==> config.mk <==
export PLATFORM = sky130hd
export DESIGN_NAME = fsb_sram
export DESIGN_NICKNAME = d
export VERILOG_FILES = /design/src/rtl/fsb_sram_pkg.sv /design/src/rtl/fsb_burst_seq.sv /design/src/rtl/fsb_wr_ctl.sv /design/src/rtl/fsb_array.sv /design/src/rtl/fsb_sram.sv
export SDC_FILE = /design/constraint.sdc
export NUM_CORES = 2
export LEC_CHECK = 0
export BUFFER_PORTS_ARGS = -buffer_cell sky130_fd_sc_hd__buf_2
export CAP_MARGIN = 30
export CORE_ASPECT_RATIO = 0.6
export CORE_MARGIN = 4
export CORE_UTILIZATION = 40
export CTS_BUF_LIST = sky130_fd_sc_hd__clkbuf_4 sky130_fd_sc_hd__clkbuf_8 sky130_fd_sc_hd__clkbuf_16
export CTS_CLUSTER_DIAMETER = 200
export DETAILED_ROUTE_END_ITERATION = 8
export SETUP_SLACK_MARGIN = 0.2
export SLEW_MARGIN = 20
export SYNTH_ARGS = -nofsm -noshare
export SYNTH_HDL_FRONTEND = slang
export SYNTH_HIERARCHICAL = 1
export SYNTH_SLANG_ARGS = --single-unit
==> constraint.sdc <==
create_clock -name clk -period 6.02 [get_ports clk]
set_input_delay 0.301 -clock clk [delete_from_list [all_inputs] [get_ports clk]]
set_output_delay 0.301 -clock clk [all_outputs]
set_load 0.02 [all_outputs]
==> src/rtl/fsb_sram_pkg.sv <==
// Package: shared burst-order type and the beat-offset rule.
// Assumes bursts of four beats over the two lowest address bits.
package fsb_sram_pkg;

    localparam int BEAT_W = 2;

    typedef enum logic {
        ORD_INTERLEAVE = 1'b0,
        ORD_LINEAR     = 1'b1
    } burst_order_e;

    // Low address bits for beat n of a burst from base_lo.
    function automatic logic [BEAT_W-1:0] beat_offset(
        input logic [BEAT_W-1:0] base_lo,
        input logic [BEAT_W-1:0] n,
        input burst_order_e      order
    );
        logic [BEAT_W-1:0] r;
        if (order == ORD_LINEAR) r = BEAT_W'(base_lo + n);
        else                     r = base_lo ^ n;
        return r;
    endfunction

endpackage

==> src/rtl/fsb_burst_seq.sv <==
// Burst sequencer: holds the burst base and the beat counter and forms the
// current burst address. Assumes ADDR_W > BEAT_W; snooze freezes the state.
module fsb_burst_seq
    import fsb_sram_pkg::*;
#(
    parameter int ADDR_W = 6
) (
    input  logic              clk,
    input  logic              rst_n,
    input  logic              snooze,
    input  logic [ADDR_W-1:0] addr,
    input  logic              pstrb_n,
    input  logic              cstrb_n,
    input  logic              adv_n,
    input  burst_order_e      order,
    output logic [ADDR_W-1:0] burst_addr
);
    localparam int HI_W = ADDR_W - BEAT_W;

    logic [ADDR_W-1:0] base_q;
    logic [BEAT_W-1:0] cnt_q;
    logic              start;

    // Either strobe starts a burst.
    assign start = !pstrb_n || !cstrb_n;

    // Load the base on a start, otherwise step on advance; freeze in snooze.
    always_ff @(posedge clk) begin
        if (!rst_n) begin
            base_q <= '0;
            cnt_q  <= '0;
        end else if (!snooze) begin
            if (start) begin
                base_q <= addr;
                cnt_q  <= '0;
            end else if (!adv_n) begin
                cnt_q  <= cnt_q + 1'b1;
            end
        end
    end

    // Upper bits from the base, low bits by burst order.
    always_comb begin
        burst_addr = {base_q[ADDR_W-1 -: HI_W],
                      beat_offset(base_q[BEAT_W-1:0], cnt_q, order)};
    end

    assert_load_R1: assert property (@(posedge clk) disable iff (!rst_n)
        (start && !snooze) |=> (cnt_q == '0 && base_q == $past(addr)));

    assert_hold_R3: assert property (@(posedge clk) disable iff (!rst_n)
        (!start && adv_n && !snooze) |=> ($stable(cnt_q) && $stable(base_q)));

    assert_step_R3: assert property (@(posedge clk) disable iff (!rst_n)
        (!start && !adv_n && !snooze) |=> (cnt_q == BEAT_W'($past(cnt_q) + 1'b1)));

endmodule

==> src/rtl/fsb_wr_ctl.sv <==
// Write control capture: registers the lane enables and the write data for a
// self-timed commit on the next edge. Assumes processor-strobe cycles are reads.
module fsb_wr_ctl #(
    parameter int LANES  = 4,
    parameter int LANE_W = 9
) (
    input  logic                    clk,
    input  logic                    rst_n,
    input  logic                    snooze,
    input  logic                    pstrb_n,
    input  logic                    gw_n,
    input  logic [LANES-1:0]        bw_n,
    input  logic [LANES*LANE_W-1:0] wdata,
    output logic [LANES-1:0]        wr_lanes_q,
    output logic [LANES*LANE_W-1:0] wdata_q
);
    // Capture lane enables and data; snooze and processor strobe arm nothing.
    always_ff @(posedge clk) begin
        if (!rst_n) begin
            wr_lanes_q <= '0;
            wdata_q    <= '0;
        end else if (snooze) begin
            wr_lanes_q <= '0;
        end else begin
            wdata_q <= wdata;
            if (!pstrb_n)   wr_lanes_q <= '0;
            else if (!gw_n) wr_lanes_q <= '1;
            else            wr_lanes_q <= ~bw_n;
        end
    end

    assert_pread_R2: assert property (@(posedge clk) disable iff (!rst_n)
        (!pstrb_n && !snooze) |=> (wr_lanes_q == '0));

    assert_global_R7: assert property (@(posedge clk) disable iff (!rst_n)
        (pstrb_n && !gw_n && !snooze) |=> (wr_lanes_q == {LANES{1'b1}}));

endmodule

==> src/rtl/fsb_array.sv <==
// Storage array: combinational read at the addressed word and a lane-masked
// write on the clock edge. Assumes one address shared by read and write.
// Contents are not reset.
module fsb_array #(
    parameter int ADDR_W = 6,
    parameter int LANES  = 4,
    parameter int LANE_W = 9
) (
    input  logic                    clk,
    input  logic                    snooze,
    input  logic [ADDR_W-1:0]       addr,
    input  logic [LANES-1:0]        wr_lanes,
    input  logic [LANES*LANE_W-1:0] wdata,
    output logic [LANES*LANE_W-1:0] rdata_raw
);
    localparam int DEPTH  = 1 << ADDR_W;
    localparam int WORD_W = LANES * LANE_W;

    logic [WORD_W-1:0] mem [DEPTH];
    logic [WORD_W-1:0] bit_mask;

    // Expand each lane enable across its lane bits.
    for (genvar i = 0; i < LANES; i++) begin : g_mask
        assign bit_mask[i*LANE_W +: LANE_W] = {LANE_W{wr_lanes[i]}};
    end

    // Merge enabled lanes into the addressed word unless snoozing.
    always_ff @(posedge clk) begin
        if (!snooze && (wr_lanes != '0)) begin
            mem[addr] <= (mem[addr] & ~bit_mask) | (wdata & bit_mask);
        end
    end

    // Flow-through read path.
    assign rdata_raw = mem[addr];

endmodule

==> src/rtl/fsb_sram.sv <==
// Top: flow-through synchronous burst memory. Ties the sequencer, the write
// capture and the array together and gates the read bus with output enable
// and snooze. Assumes the reset is synchronous and active low.
module fsb_sram
    import fsb_sram_pkg::*;
#(
    parameter int ADDR_W = 6,
    parameter int LANES  = 4,
    parameter int LANE_W = 9
) (
    input  logic                    clk,
    input  logic                    rst_n,
    input  logic [ADDR_W-1:0]       addr,
    input  logic                    pstrb_n,
    input  logic                    cstrb_n,
    input  logic                    adv_n,
    input  logic                    burst_linear,
    input  logic                    gw_n,
    input  logic [LANES-1:0]        bw_n,
    input  logic [LANES*LANE_W-1:0] wdata,
    input  logic                    oe_n,
    input  logic                    snooze,
    output logic [LANES*LANE_W-1:0] rdata
);
    localparam int WORD_W = LANES * LANE_W;

    logic [ADDR_W-1:0] burst_addr;
    logic [LANES-1:0]  wr_lanes;
    logic [WORD_W-1:0] wdata_q;
    logic [WORD_W-1:0] rdata_raw;
    burst_order_e      order;

    // Map the mode pin onto the order type.
    assign order = burst_linear ? ORD_LINEAR : ORD_INTERLEAVE;

    fsb_burst_seq #(.ADDR_W(ADDR_W)) u_seq (
        .clk        (clk),
        .rst_n      (rst_n),
        .snooze     (snooze),
        .addr       (addr),
        .pstrb_n    (pstrb_n),
        .cstrb_n    (cstrb_n),
        .adv_n      (adv_n),
        .order      (order),
        .burst_addr (burst_addr)
    );

    fsb_wr_ctl #(.LANES(LANES), .LANE_W(LANE_W)) u_wr (
        .clk        (clk),
        .rst_n      (rst_n),
        .snooze     (snooze),
        .pstrb_n    (pstrb_n),
        .gw_n       (gw_n),
        .bw_n       (bw_n),
        .wdata      (wdata),
        .wr_lanes_q (wr_lanes),
        .wdata_q    (wdata_q)
    );

    fsb_array #(.ADDR_W(ADDR_W), .LANES(LANES), .LANE_W(LANE_W)) u_arr (
        .clk       (clk),
        .snooze    (snooze),
        .addr      (burst_addr),
        .wr_lanes  (wr_lanes),
        .wdata     (wdata_q),
        .rdata_raw (rdata_raw)
    );

    // Asynchronous output gating by output enable and snooze.
    assign rdata = (oe_n || snooze) ? '0 : rdata_raw;

    assert_snooze_disarm_R9: assert property (@(posedge clk) disable iff (!rst_n)
        snooze |=> (wr_lanes == '0));

endmodule

After elaboration in Yosys (flattened, before gate mapping)
Memories as Yosys holds them, arrays and structs flattened. Index checks and enable logic that the tools add are counted.

Reduce and logical (&&, ||, !) cells: 10. Add/subtract/negate cells: 2. Bitwise logic cells: 9. Eq/ne operators: 1. Muxes and demuxes: 8.

Operator list (count): 36-bit bitwise AND (2); 36-bit 2-to-1 mux (1); 36-bit inverter (1); 36-bit bitwise OR (1); 2-bit 2-to-1 mux (3); 4-bit 2-to-1 mux (1); 4-bit inverter (1); 2-bit AND reduction (2); 4-bit nonzero test (1); 1-bit logical NOT (3); 1-bit 2-to-1 mux (3); 1-bit inverter (3); 3-bit OR reduction (1); 2-bit by 1-bit adder with 2-bit output (second input constant) (1); 2-bit adder (1); 1-bit logical OR (2); 2-bit by 1-bit inequality test with 1-bit output (second input constant) (1); 2-bit bitwise XOR (1); 1-bit logical AND (1).

Flip-flop bits (word level): 48. Memories: 1. Bits in writable memories: 2304.

Memories: u_arr.mem (words 64, bits a word 36, read ports 1, clocked after Yosys merged registers in 0, write ports 1, RTL line fsb_array.sv:19) `logic [WORD_W-1:0] mem [DEPTH];`.

Logic depth before layout (Yosys ltp)
An unclocked memory read counts as a cell.

Depth after elaboration: 5. Mapped depth: 14. Mapped depth without buffers: 10.

Modules after synthesis
The synthesis kept the hierarchy.

Modules (own cells, without submodules): fsb_array (seq. area each 69186.4 µm², instances 1, cells an instance 4943, area each 88105.8 µm²); fsb_wr_ctl (seq. area each 800.8 µm², instances 1, cells an instance 125, area each 1514.0 µm²); fsb_sram (seq. area each 0.0 µm², instances 1, cells an instance 44, area each 510.5 µm²); fsb_burst_seq (seq. area each 160.2 µm², instances 1, cells an instance 44, area each 387.9 µm²).

Worst setup path before layout
Ideal clock, no wire load.

Path type: flip-flop to flip-flop. Start point: register u_seq.cnt_q[0]. End point: memory u_arr/mem[0][0] in the netlist's numbering (data pin). Setup time: 0.588 ns. Slack: 1.098 ns. Data arrival time: 4.334 ns. Cell stages (with the launch flop): 13. Path buffers: 3. Required time: 5.432 ns. Cells stage by stage: dfxtp_1 -> ha_1 -> nand2_1 -> xnor2_1 -> and2_1 -> clkbuf_1 -> clkbuf_1 -> clkbuf_1 -> a22oi_1 -> o22ai_1 -> o21ai_0 -> and4_1 -> a31oi_1.

Cells in the longest elaborated chain, start to end: 5. Elaborated cells between the ends (all ways): 6. Classes of those cells: add/sub (1); mux (1); bitwise (3); memory (1).

RTL lines: from (decl) (RTL line fsb_burst_seq.sv:21) `logic [BEAT_W-1:0] cnt_q;`; from (signal assigned) (RTL line fsb_burst_seq.sv:37) `cnt_q <= cnt_q + 1'b1;`; 2-bit adder (RTL line fsb_sram_pkg.sv:19) `if (order == ORD_LINEAR) r = BEAT_W'(base_lo + n);`; 2-bit 2-to-1 mux (RTL line fsb_sram_pkg.sv:19); net burst_addr[1] (RTL line fsb_sram.sv:27) `logic [ADDR_W-1:0] burst_addr;`; memory 64 x 36 bit; 36-bit bitwise AND (RTL line fsb_array.sv:30) `mem[addr] <= (mem[addr] & ~bit_mask) | (wdata & bit_mask);`; 36-bit bitwise OR (RTL line fsb_array.sv:30); to (decl) (RTL line fsb_array.sv:19).

The timed path passes the listed nets, and every way through them passes these cells.

Worst setup path in the final report
Start point: register u_seq.cnt_q[0]. End point: output rdata[18].

Cells in the longest elaborated chain, start to end: 4. Elaborated cells between the ends (all ways): 5. Classes of those cells: add/sub (1); mux (2); bitwise (1); memory (1).

RTL lines: 2-bit adder (RTL line fsb_sram_pkg.sv:19); 2-bit 2-to-1 mux (RTL line fsb_sram_pkg.sv:19); net burst_addr[1] (RTL line fsb_sram.sv:27); memory 64 x 36 bit; net rdata_raw[18] (RTL line fsb_sram.sv:30) `logic [WORD_W-1:0] rdata_raw;`; 36-bit 2-to-1 mux (RTL line fsb_sram.sv:70) `assign rdata = (oe_n || snooze) ? '0 : rdata_raw;`; to (decl) (RTL line fsb_sram.sv:23) `output logic [LANES*LANE_W-1:0] rdata`.

The timed path passes the listed nets, and every way through them passes these cells.

==> summary.md <==
| Metric | Value |
|---|---|
| Cells after Synth | `5,156` |
| Non-filler cells, final | `8,609` |
| Most frequent cell after synthesis | `edfxtp_1` |
| DP HPWL | `171,000 um` |
| Status | `completed` |
| Pre-CTS WS | `1.19 ns` |
| Die height | `376 um` |
| Hold slack | `0.0982 ns` |
| DR pass1 iterations | `5` |
| Die area | `234,000 um^2` |
| Area contributors post-synth | `edfxtp_1, a22oi_1, mux2i_1` |
| Die X | `622 um` |
| Final hold viol count | `0` |
| Placement Cell Area | `97,400 um^2` |
| Post-synth top cells | `edfxtp_1, a22oi_1, o22ai_1` |
| Critical path launch point type | `register` |
| Final clock skew | `0.0535 ns` |
| Max-Cap Viols | `0` |
| Avg WL per Cell | `34.2 um` |
| Vias in the first global route | `52,100` |
| Yosys top cell by area | `edfxtp_1` |
| Critical Path Source | `u_seq/cnt_q[0]` |
| Pwr dens | `335 nW/um^2` |
| Hold buffers post-CTS | `63` |
| Sequential-to-total area share from yosys stat | `77.5%` |
| Global Route Usage Sum | `24.4%` |
| Worst slew margin relative to its limit | `28.7%` |
| Crit path max fanout | `25` |
| Post-cts gate resize count | `0` |
| Total power | `34.9 mW` |
| # DRC | `0` |
| Row cnt | `134` |
| Fin nets | `5,534` |
| Core area | `224,000 um^2` |
| Num CTS Buffers | `199` |
| Final min period | `5.58 ns` |
| Core Util, Final | `46.6%` |
| Fin crit share | `92.7%` |
| Port bufs | `90` |
| Worst Setup Slack, final | `0.439 ns` |
| Slew Limit Fails | `0` |
| Number of distinct library cells after synthesis | `77` |
| Ys flop type | `edfxtp_1` |
| EDFF count, synth | `2,304` |
| DR vias | `55,800` |
| Post-Syn Area | `90,500 um^2` |
| Worst-margin pin slew | `1.07 ns` |
| Area growth syn-to-layout | `15.2%` |
| Fmax | `0.179 GHz` |
| Avg Cell Area, Syn | `17.6 um^2` |
| Placed instance count | `8,201` |
| Overflow after GRT | `0` |
| Drt first-iter violations | `8,870` |
| Clock Tree Buf Depth | `4` |
| Flops & latches, synth | `2,352` |
| Postcts setup bufs | `0` |
| H-tree levels | `4` |
| Number of fill cells | `18,800` |
| Min-delay src | `addr[4]` |
| Critical path class | `register to primary output` |
| Clock sink count | `2,352` |
| Hold/Removal Path Class | `input port to register` |
| Reg2reg start | `u_seq/cnt_q[0]` |
| CTS tree | `yes` |
| Ys async rst share | `0%` |
| Leak | `32.3 nW` |
| Pin count of the biggest net entering global routing | `118` |
| Synth Net Count | `5,212` |
| CTS root buf | `clkbuf_16` |
| Drt total wl | `294,000 um` |
| Setup TNS | `0 ns` |
| Clock latency on the worst-skew pair | `0.84 ns` |
| Starting Density | `40.5%` |
| Routability-driven placement congestion ratio | `0.868` |
| Yosys warning total | `6` |
| Ports | `91` |
| Share of cells above drive strength 1 | `19.6%` |
| Setup violations, final | `0` |
| Number of antenna violations at the first check in global routing | `4` |
| Design Area, Final | `104,000 um^2` |
| Worst setup EP type | `primary output` |
| Synth top area share | `76.4%` |
| Vias per std cell | `6.48` |
| Detail Route Antenna Nets | `0` |
| RSZ-0062 raised after global routing | `false` |
| Worst-path clk slew | `0.07 ns` |
| Worst EP required | `5.72 ns` |
| WP data arrival | `5.28 ns` |
| Max VDD drop | `247 uV` |
| First-pass GRT wire length | `409,000 um` |
[flip-flops by register name, indices dropped and copies added (netlist names)]
| signal | count |
|---|---|
| u_wr/wdata_q | 36 |
| u_seq/cnt_q | 2 |
| u_wr/wr_lanes_q | 4 |
| u_arr/mem | 2304 |
| u_seq/base_q | 6 |
[routing by layer]
metal | vias to the layer above | track usage [%] | wire (um)
met1 | 29000 | 36.9 | 121000
met2 | 4139 | 34.3 | 123000
met4 | 0 | 5.79 | 7850
li1 | 22100 | - | -
met5 | - | 0 | 0
met3 | 512 | 7.33 | 43000
[cell type report]
type                       instances  area (um^2)  share of cell area [%]
sequential                      2352        70200                    67.3
tap                             2992         3740                    3.59
inverter                          24         93.8                  0.0900
timing repair buffer             512         4580                    4.39
antenna                            1         2.50                 0.00240
multi-input combinational       2389        19600                    18.8
clock buffer                     249         5460                    5.23
clock inverter                    90          662                   0.635
[final timing paths]
kind                       end  slack [ns]  depth (start not counted)
max                  rdata[18]        0.44                         13
min            u_seq/base_q[4]         0.1                          3
min reg2reg    u_seq/base_q[1]        0.49                          2
max reg2reg  u_arr/mem[58][31]        1.17                         13
[layout by cell type (no fill, tap or decap), types with 66 or more instances in the layout]
| cell type | count |
|---|---|
| a211oi_1 | 67 |
| a21oi_1 | 97 |
| a221oi_1 | 187 |
| a22oi_1 | 537 |
| buf_2 | 90 |
| buf_4 | 297 |
| clkbuf_16 | 203 |
| edfxtp_1 | 2304 |
| mux2_2 | 116 |
| mux2i_1 | 208 |
| nand2_1 | 106 |
| nor2_1 | 66 |
| nor2_4 | 67 |
| o21ai_0 | 76 |
| o22ai_1 | 219 |
[worst max-delay path, cell delays in order, from the launching register on]
cell and delay, ns:
dfxtp_1 0.40, ha_4 0.14, nand2_1 0.08, xnor2_2 0.37, buf_4 0.44, inv_2 0.46, nand2_1 0.24, buf_4 0.29
o22ai_1 0.10, or4_1 0.60, nor3_1 0.56, nand3b_1 0.29, nor3b_2 0.23, buf_2 0.20
[power by group]
| part | internal [mW] | total (mW) | switching (mW) |
|---|---|---|---|
| Combinational | 0.930 | 3.40 | 2.47 |
| Clock | 6.82 | 12.6 | 5.76 |
| Sequential | 18.9 | 18.9 | 0.0307 |
| Total | 26.7 | 34.9 | 8.26 |
[logic make-up (layout without fill, tap and decap cells)]
family	count (synthesis)	count (layout)	share of synthesized area, %
buf+inv	415	875	2.19
mux	371	371	4.91
other cells	0	1	0
xor+xnor	3	3	0.0290
flops	2352	2352	77.5
fa+ha+maj	1	1	0.0138
simple gates	575	575	3.60
compound gates	1439	1439	11.8
(Power assumes the default switching activity.)
